===== config.mk =====
export PLATFORM = sky130hd
export DESIGN_NAME = gpio_port
export DESIGN_NICKNAME = d
export VERILOG_FILES = /design/src/rtl/gpio_pkg.sv /design/src/rtl/gpio_regs.sv /design/src/rtl/gpio_sync.sv /design/src/rtl/gpio_pad_ctrl.sv /design/src/rtl/gpio_port.sv
export SDC_FILE = /design/constraint.sdc
export NUM_CORES = 1
export LEC_CHECK = 0
export ABC_AREA = 1
export BUFFER_PORTS_ARGS = -buffer_cell sky130_fd_sc_hd__buf_4
export CAP_MARGIN = 20
export CELL_PAD_IN_SITES_DETAIL_PLACEMENT = 0
export CELL_PAD_IN_SITES_GLOBAL_PLACEMENT = 1
export CORE_ASPECT_RATIO = 1.25
export CORE_MARGIN = 2
export CORE_UTILIZATION = 34
export CTS_CLUSTER_DIAMETER = 120
export CTS_CLUSTER_SIZE = 8
export DETAILED_ROUTE_END_ITERATION = 8
export PLACE_DENSITY_LB_ADDON = 0.15
export RECOVER_POWER = 25
export SLEW_MARGIN = 10
export SYNTH_ARGS = -nofsm -noshare
export SYNTH_HDL_FRONTEND = slang
export SYNTH_HIERARCHICAL = 1
export SYNTH_SLANG_ARGS = --single-unit

===== constraint.sdc =====
create_clock -name clk_i -period 0.9 [get_ports clk_i]
set_input_delay 0.09 -clock clk_i [delete_from_list [all_inputs] [get_ports clk_i]]
set_output_delay 0.09 -clock clk_i [all_outputs]
set_load 0.02 [all_outputs]

===== src/rtl/gpio_pkg.sv =====
package gpio_pkg;
  typedef struct packed {
    logic dir;
    logic port;
    logic tgl;
  } wr_sel_t;

  typedef struct packed {
    logic dir;
    logic port;
    logic pin;
  } rd_sel_t;
endpackage


===== src/rtl/gpio_regs.sv =====
module gpio_regs
  import gpio_pkg::*;
#(
  parameter int WIDTH = 8
) (
  input  logic             clk_i,
  input  logic             rst_ni,
  input  wr_sel_t          wr_i,
  input  logic [WIDTH-1:0] wdata_i,
  output logic [WIDTH-1:0] dir_o,
  output logic [WIDTH-1:0] port_o
);
  logic [WIDTH-1:0] dir_q, port_q, port_d;

  // plain load wins over toggle
  always_comb begin
    port_d = port_q;
    if (wr_i.port)     port_d = wdata_i;
    else if (wr_i.tgl) port_d = port_q ^ wdata_i;
  end

  always_ff @(posedge clk_i or negedge rst_ni) begin
    if (!rst_ni) begin
      dir_q  <= '0;
      port_q <= '0;
    end else begin
      if (wr_i.dir) dir_q <= wdata_i;
      port_q <= port_d;
    end
  end

  assign dir_o  = dir_q;
  assign port_o = port_q;
endmodule


===== src/rtl/gpio_sync.sv =====
module gpio_sync #(
  parameter int WIDTH  = 8,
  parameter int STAGES = 2
) (
  input  logic             clk_i,
  input  logic             rst_ni,
  input  logic             sleep_i,
  input  logic [WIDTH-1:0] d_i,
  output logic [WIDTH-1:0] q_o
);
  logic [STAGES-1:0][WIDTH-1:0] stg_q;
  logic [WIDTH-1:0]             gated;

  assign gated = sleep_i ? '0 : d_i;

  for (genvar s = 0; s < STAGES; s++) begin : g_stage
    always_ff @(posedge clk_i or negedge rst_ni) begin
      if (!rst_ni)     stg_q[s] <= '0;
      else if (s == 0) stg_q[s] <= gated;
      else             stg_q[s] <= stg_q[(s == 0) ? 0 : s-1];
    end
  end

  assign q_o = stg_q[STAGES-1];
endmodule


===== src/rtl/gpio_pad_ctrl.sv =====
module gpio_pad_ctrl #(
  parameter int WIDTH = 8
) (
  input  logic             pud_i,
  input  logic [WIDTH-1:0] dir_i,
  input  logic [WIDTH-1:0] port_i,
  output logic [WIDTH-1:0] oe_o,
  output logic [WIDTH-1:0] out_o,
  output logic [WIDTH-1:0] pu_o
);
  for (genvar n = 0; n < WIDTH; n++) begin : g_pin
    assign oe_o[n]  = dir_i[n];
    assign out_o[n] = dir_i[n] & port_i[n];
    assign pu_o[n]  = ~dir_i[n] & port_i[n] & ~pud_i;
  end
endmodule


===== src/rtl/gpio_port.sv =====
module gpio_port
  import gpio_pkg::*;
#(
  parameter int WIDTH       = 8,
  parameter int SYNC_STAGES = 2
) (
  input  logic             clk_i,
  input  logic             rst_ni,
  input  logic [WIDTH-1:0] wdata_i,
  input  logic             wr_dir_i,
  input  logic             wr_out_i,
  input  logic             wr_tgl_i,
  input  logic             rd_dir_i,
  input  logic             rd_out_i,
  input  logic             rd_pin_i,
  output logic [WIDTH-1:0] rdata_o,
  input  logic             pud_i,
  input  logic             sleep_i,
  input  logic [WIDTH-1:0] pad_in_i,
  output logic [WIDTH-1:0] pad_oe_o,
  output logic [WIDTH-1:0] pad_out_o,
  output logic [WIDTH-1:0] pad_pu_o
);
  wr_sel_t          wr_sel;
  rd_sel_t          rd_sel;
  logic [WIDTH-1:0] dir_q, port_q, pin_sync;

  assign wr_sel = '{dir: wr_dir_i, port: wr_out_i, tgl: wr_tgl_i};
  assign rd_sel = '{dir: rd_dir_i, port: rd_out_i, pin: rd_pin_i};

  gpio_regs #(.WIDTH(WIDTH)) u_regs (
    .clk_i   (clk_i),
    .rst_ni  (rst_ni),
    .wr_i    (wr_sel),
    .wdata_i (wdata_i),
    .dir_o   (dir_q),
    .port_o  (port_q)
  );

  gpio_sync #(.WIDTH(WIDTH), .STAGES(SYNC_STAGES)) u_sync (
    .clk_i   (clk_i),
    .rst_ni  (rst_ni),
    .sleep_i (sleep_i),
    .d_i     (pad_in_i),
    .q_o     (pin_sync)
  );

  gpio_pad_ctrl #(.WIDTH(WIDTH)) u_pad (
    .pud_i  (pud_i),
    .dir_i  (dir_q),
    .port_i (port_q),
    .oe_o   (pad_oe_o),
    .out_o  (pad_out_o),
    .pu_o   (pad_pu_o)
  );

  always_comb begin
    rdata_o = '0;
    if (rd_sel.dir)  rdata_o |= dir_q;
    if (rd_sel.port) rdata_o |= port_q;
    if (rd_sel.pin)  rdata_o |= pin_sync;
  end
endmodule


Yosys cells after proc, flatten, opt, wreduce, memory -nomap -nowiden
Index checks and enable logic that the tools add are counted.
W data, S select, Z words.
{"block": "word_totals", "latch_bits": 0, "romBits": 0, "regBits": 32, "memories": 0, "ram_bits": 0, "input_bits": 26, "elab_cells": 47, "output_inout_bits": 32}
{"block": "op_classes", "magnitude_cmp": 0, "n_addsub": 0, "mux": 6, "div": 0, "n_reduce_logical": 1, "bitwise": 36, "shifts": 0, "eq_ne": 0, "multipliers": 0}
{"op": "$mux W8", "n": 6}
{"op": "$and A1 B1 Y1", "n": 24}
{"op": "$or A8 B8 Y8", "n": 2}
{"op": "$not A1 Y1", "n": 9}
{"op": "$xor A8 B8 Y8", "n": 1}
{"op": "$reduce_bool A2 Y1", "n": 1}

Longest topological paths before layout
{"block": "depth", "depth_word": 5, "ltp_mapped": 5}

By module
The synthesis kept the hierarchy.
{"mod": "gpio_regs", "instances": 1, "seq_area_each_um2": 400.4, "area_each_um2": 792.0, "cells_each": 102}
{"mod": "gpio_sync", "instances": 1, "seq_area_each_um2": 400.4, "area_each_um2": 531.8, "cells_each": 41}
{"mod": "gpio_pad_ctrl", "instances": 1, "seq_area_each_um2": 0.0, "area_each_um2": 187.7, "cells_each": 42}
{"mod": "gpio_port", "instances": 1, "seq_area_each_um2": 0.0, "area_each_um2": 145.1, "cells_each": 35}

Worst setup path after synthesis
No wires, ideal clock.
{"block": "synth_path", "path_type": "register to output", "from": "reg u_regs.dir_q[2] (netlist: u_regs/dir_o[2])", "to": "out pad_pu_o[2]", "path_stages_with_launch": 4, "path_buffers": 0, "t_arrival_ns": 0.767, "setup_slack_ns": 0.043, "cell_sequence": "dfrtp_1 -> inv_1 -> nand2_1 -> nor2_1"}
{"block": "synth_between", "elab_chain_len": 3}
{"item": "start: declaration", "line": "gpio_regs.sv:13", "source": "logic [WIDTH-1:0] dir_q, port_q, port_d;"}
{"item": "start signal: assignment", "line": "gpio_regs.sv:27", "source": "if (wr_i.dir) dir_q <= wdata_i;"}
{"item": "$not A1 Y1", "line": "gpio_pad_ctrl.sv:14", "source": "assign pu_o[n] = ~dir_i[n] & port_i[n] & ~pud_i;"}
{"item": "$and A1 B1 Y1 (2 in a row)", "line": "gpio_pad_ctrl.sv:14"}
{"item": "end: declaration", "line": "gpio_port.sv:22", "source": "output logic [WIDTH-1:0] pad_pu_o"}
Every way passes these cells.

Worst setup path after layout
{"block": "layout_path", "from": "reg u_regs.dir_q[2] (netlist: u_regs/dir_o[2])", "to": "out pad_oe_o[2]"}
{"item": "end: declaration", "line": "gpio_port.sv:20", "source": "output logic [WIDTH-1:0] pad_oe_o,"}
No word-level cell between the ends.

==> results_dict.tcl <==
set metrics [dict create \
    status "finished, violations left" \
    violations "negative setup slack" \
    yosysWarnings 6 \
    dr.pass1.iters 4 \
    design_area_mm2 0.00241 \
    synth_seq_cells 32 \
    ios 58 \
    power_density_mw_per_mm2 1710 \
    clk_latency_ps 280 \
    crit_start "u_regs/dir_o[2]" \
    min_from "pad_in_i[3]" \
    synthesis.nets 246 \
    period_minus_slack_ps 1180 \
    cp.arrival_ps 1090 \
    grt_pass1_vias 1359 \
    p_leak_nw 1.38 \
    drive_gt1_share_pct 40.1 \
    whs_ps 8.32 \
    grt_pass1_wl_um 6480 \
    critPathCaptureType "output port" \
    pre_cts_slack_ps 80.7 \
    vias 1448 \
    slew_violations 0 \
    syn_avg_cell_area_um2 7.53 \
    port-buffer-count 57 \
    overflow 0 \
    dp.final_hpwl_um 2650 \
    r2r-end "u_regs/port_o[2]" \
    syn_to_final_growth_pct 45.3 \
    core_mm2 0.00473 \
    hold_viol 0 \
    rsz0062_at_grt "yes" \
    rows 28 \
    cts_tree "built" \
    setup_slack_ps -278 \
    rrSetupSlack_ps -70 \
    setup_viol 34 \
    drt-vias-per-instance 4.30 \
    setup.worst_path.start_class "flip-flop" \
    fin_crit_sh_pct 131 \
    nNetsFinal 302 \
    worstMarginPinSlew_ps 415 \
    slew_headroom_pct 72.3 \
    antenna_found_initial 0 \
    yosysSeqAreaShare_pct 48.3 \
    dieWidth_um 66.4 \
    cts_max_path_buffers 2 \
    htree_levels 2 \
    grt_usage_pct 16.2 \
    ant_nets 0 \
    clk_pin_slew_ps 70 \
    drt-wirelength-per-cell_um 12.1 \
    drt_iter0_markers 58 \
    cap_violations 0 \
    syn_area_mm2 0.00166 \
    worstSetupEndpoint "pad_oe_o[2]" \
    die_h_um 82.0 \
    die-area_mm2 0.00545 \
    syn_inst 220 \
    cts_root_buffer "clkbuf_8" \
    setup.worst_path.class "flip-flop to output port" \
    drc 0 \
    worstRegToRegCells 6 \
    worstReg2RegStart "u_regs/port_o[2]" \
    cts_made_buffers 5 \
    fin_skew_ps 0.259 \
    postPlaceCellArea_mm2 0.00198 \
    peakVddDrop_uv 841 \
    clock-sinks 32 \
    wirelength_um 4090 \
    cp_max_fo 4 \
    place_congestion 0.784 \
    critPathRequiredTime_ps 810 \
    synth_cell_types 13 \
    grt_max_degree 33 \
    max_freq_mhz 849 \
    initial_utilization_pct 35.0 \
    nFillCells 497 \
    min_path_type "input pin to flip-flop" \
    diodes 0 \
]
==> how the worst min path moves through the flow <==
stage               cells after the start         endpoint
finish                                  3  u_sync/stg_q[3]
global route                            3  u_sync/stg_q[0]
CTS                                     3  u_sync/stg_q[3]
detailed placement                      1    u_sync/q_o[0]
global placement                        1  u_sync/stg_q[0]
floorplan                               0  u_regs/dir_o[0]
==> worst max-delay path, cell delays in order (launching register included) <==
cell     delay, ps
dfrtp_1        410
buf_4          140
buf_4          130
buf_6          120
==> timing repair <==
action                                  4_1_cts  5_1_grt
hold endpoints to repair                     32        0
buffers inserted                             11        4
resized for setup                            29       35
endpoints found under the setup margin       32       39
gates cloned                                  0        0
hold buffers                                  1        0
pin swaps                                    25       21
==> cell usage after synthesis (all sizes together) <==
cell,instances,area (um2)
inv,43,161
dfrtp,32,801
clkbuf,2,10.0
nand2,40,150
nand3,8,40.0
a21oi,8,40.0
nor2,57,230
nand4,8,50.1
buf,22,174
==> stage by stage <==
stage	power, W	setup TNS (ps)	instances	utilization [%]
finish	0.00411	-5340	337	50.9
global route	0.00432	-7020	337	50.9
CTS	0.00404	-5030	333	48.4
detailed placement	0.00251	0	313	41.8
global placement	0.00251	0	313	41.8
floorplan	0.00219	0	220	-
==> layout make-up <==
| type | count | area (um2) | share of cell area, % |
|---|---|---|---|
| sequential | 32 | 805 | 33.4 |
| clock buffer | 6 | 72.6 | 3.01 |
| tap | 60 | 75.1 | 3.12 |
| clock inverter | 2 | 35.0 | 1.46 |
| multi-input combinational | 121 | 588 | 24.4 |
| timing repair buffer | 73 | 671 | 27.9 |
| inverter | 43 | 161 | 6.70 |
==> kinds of logic (layout without fill, tap and decap cells) <==
family | count (synthesis) | after routing | share of synthesized area, %
buffers and inverters | 67 | 124 | 20.8
DFF | 32 | 32 | 48.3
AOI/OAI and AO/OA | 8 | 8 | 2.42
and+or+nand+nor | 113 | 113 | 28.4
==> routing by layer <==
| layer | track usage (%) | part of all wire (%) | up-vias |
|---|---|---|---|
| met1 | 19.4 | 43 | 659 |
| met5 | 0 | 0 | - |
| met3 | 3.70 | 5.8 | 4 |
| li1 | - | - | 741 |
| met4 | 7.35 | 1.2 | 0 |
| met2 | 27.6 | 50 | 44 |
==> flip-flops by register name, indices dropped and copies added, names as in the netlist <==
| signal | flops |
|---|---|
| u_sync/stg_q | 8 |
| u_sync/q_o | 8 |
| u_regs/port_o | 8 |
| u_regs/dir_o | 8 |
==> where the power goes <==
group,switching [W],internal [W],leakage [nW]
Sequential,0.000108,0.00155,0.386
Combinational,0.000559,0.000540,0.937
Clock,0.000535,0.000821,0.0552
==> cell usage in the layout, fill, tap and decap left out, types with 2 or more instances in the layout <==
| cell type | count |
|---|---|
| nor2_1 | 48 |
| buf_4 | 38 |
| nand2_1 | 35 |
| inv_1 | 35 |
| buf_6 | 33 |
| dfrtp_1 | 29 |
| nand3_2 | 8 |
| inv_2 | 8 |
| a21oi_1 | 8 |
| nand4_1 | 8 |
| nor2_2 | 7 |
| nand2_2 | 5 |
| clkbuf_8 | 5 |
| dfrtp_2 | 3 |
| clkbuf_1 | 2 |
No activity file was read; power rests on OpenSTA's default activity.
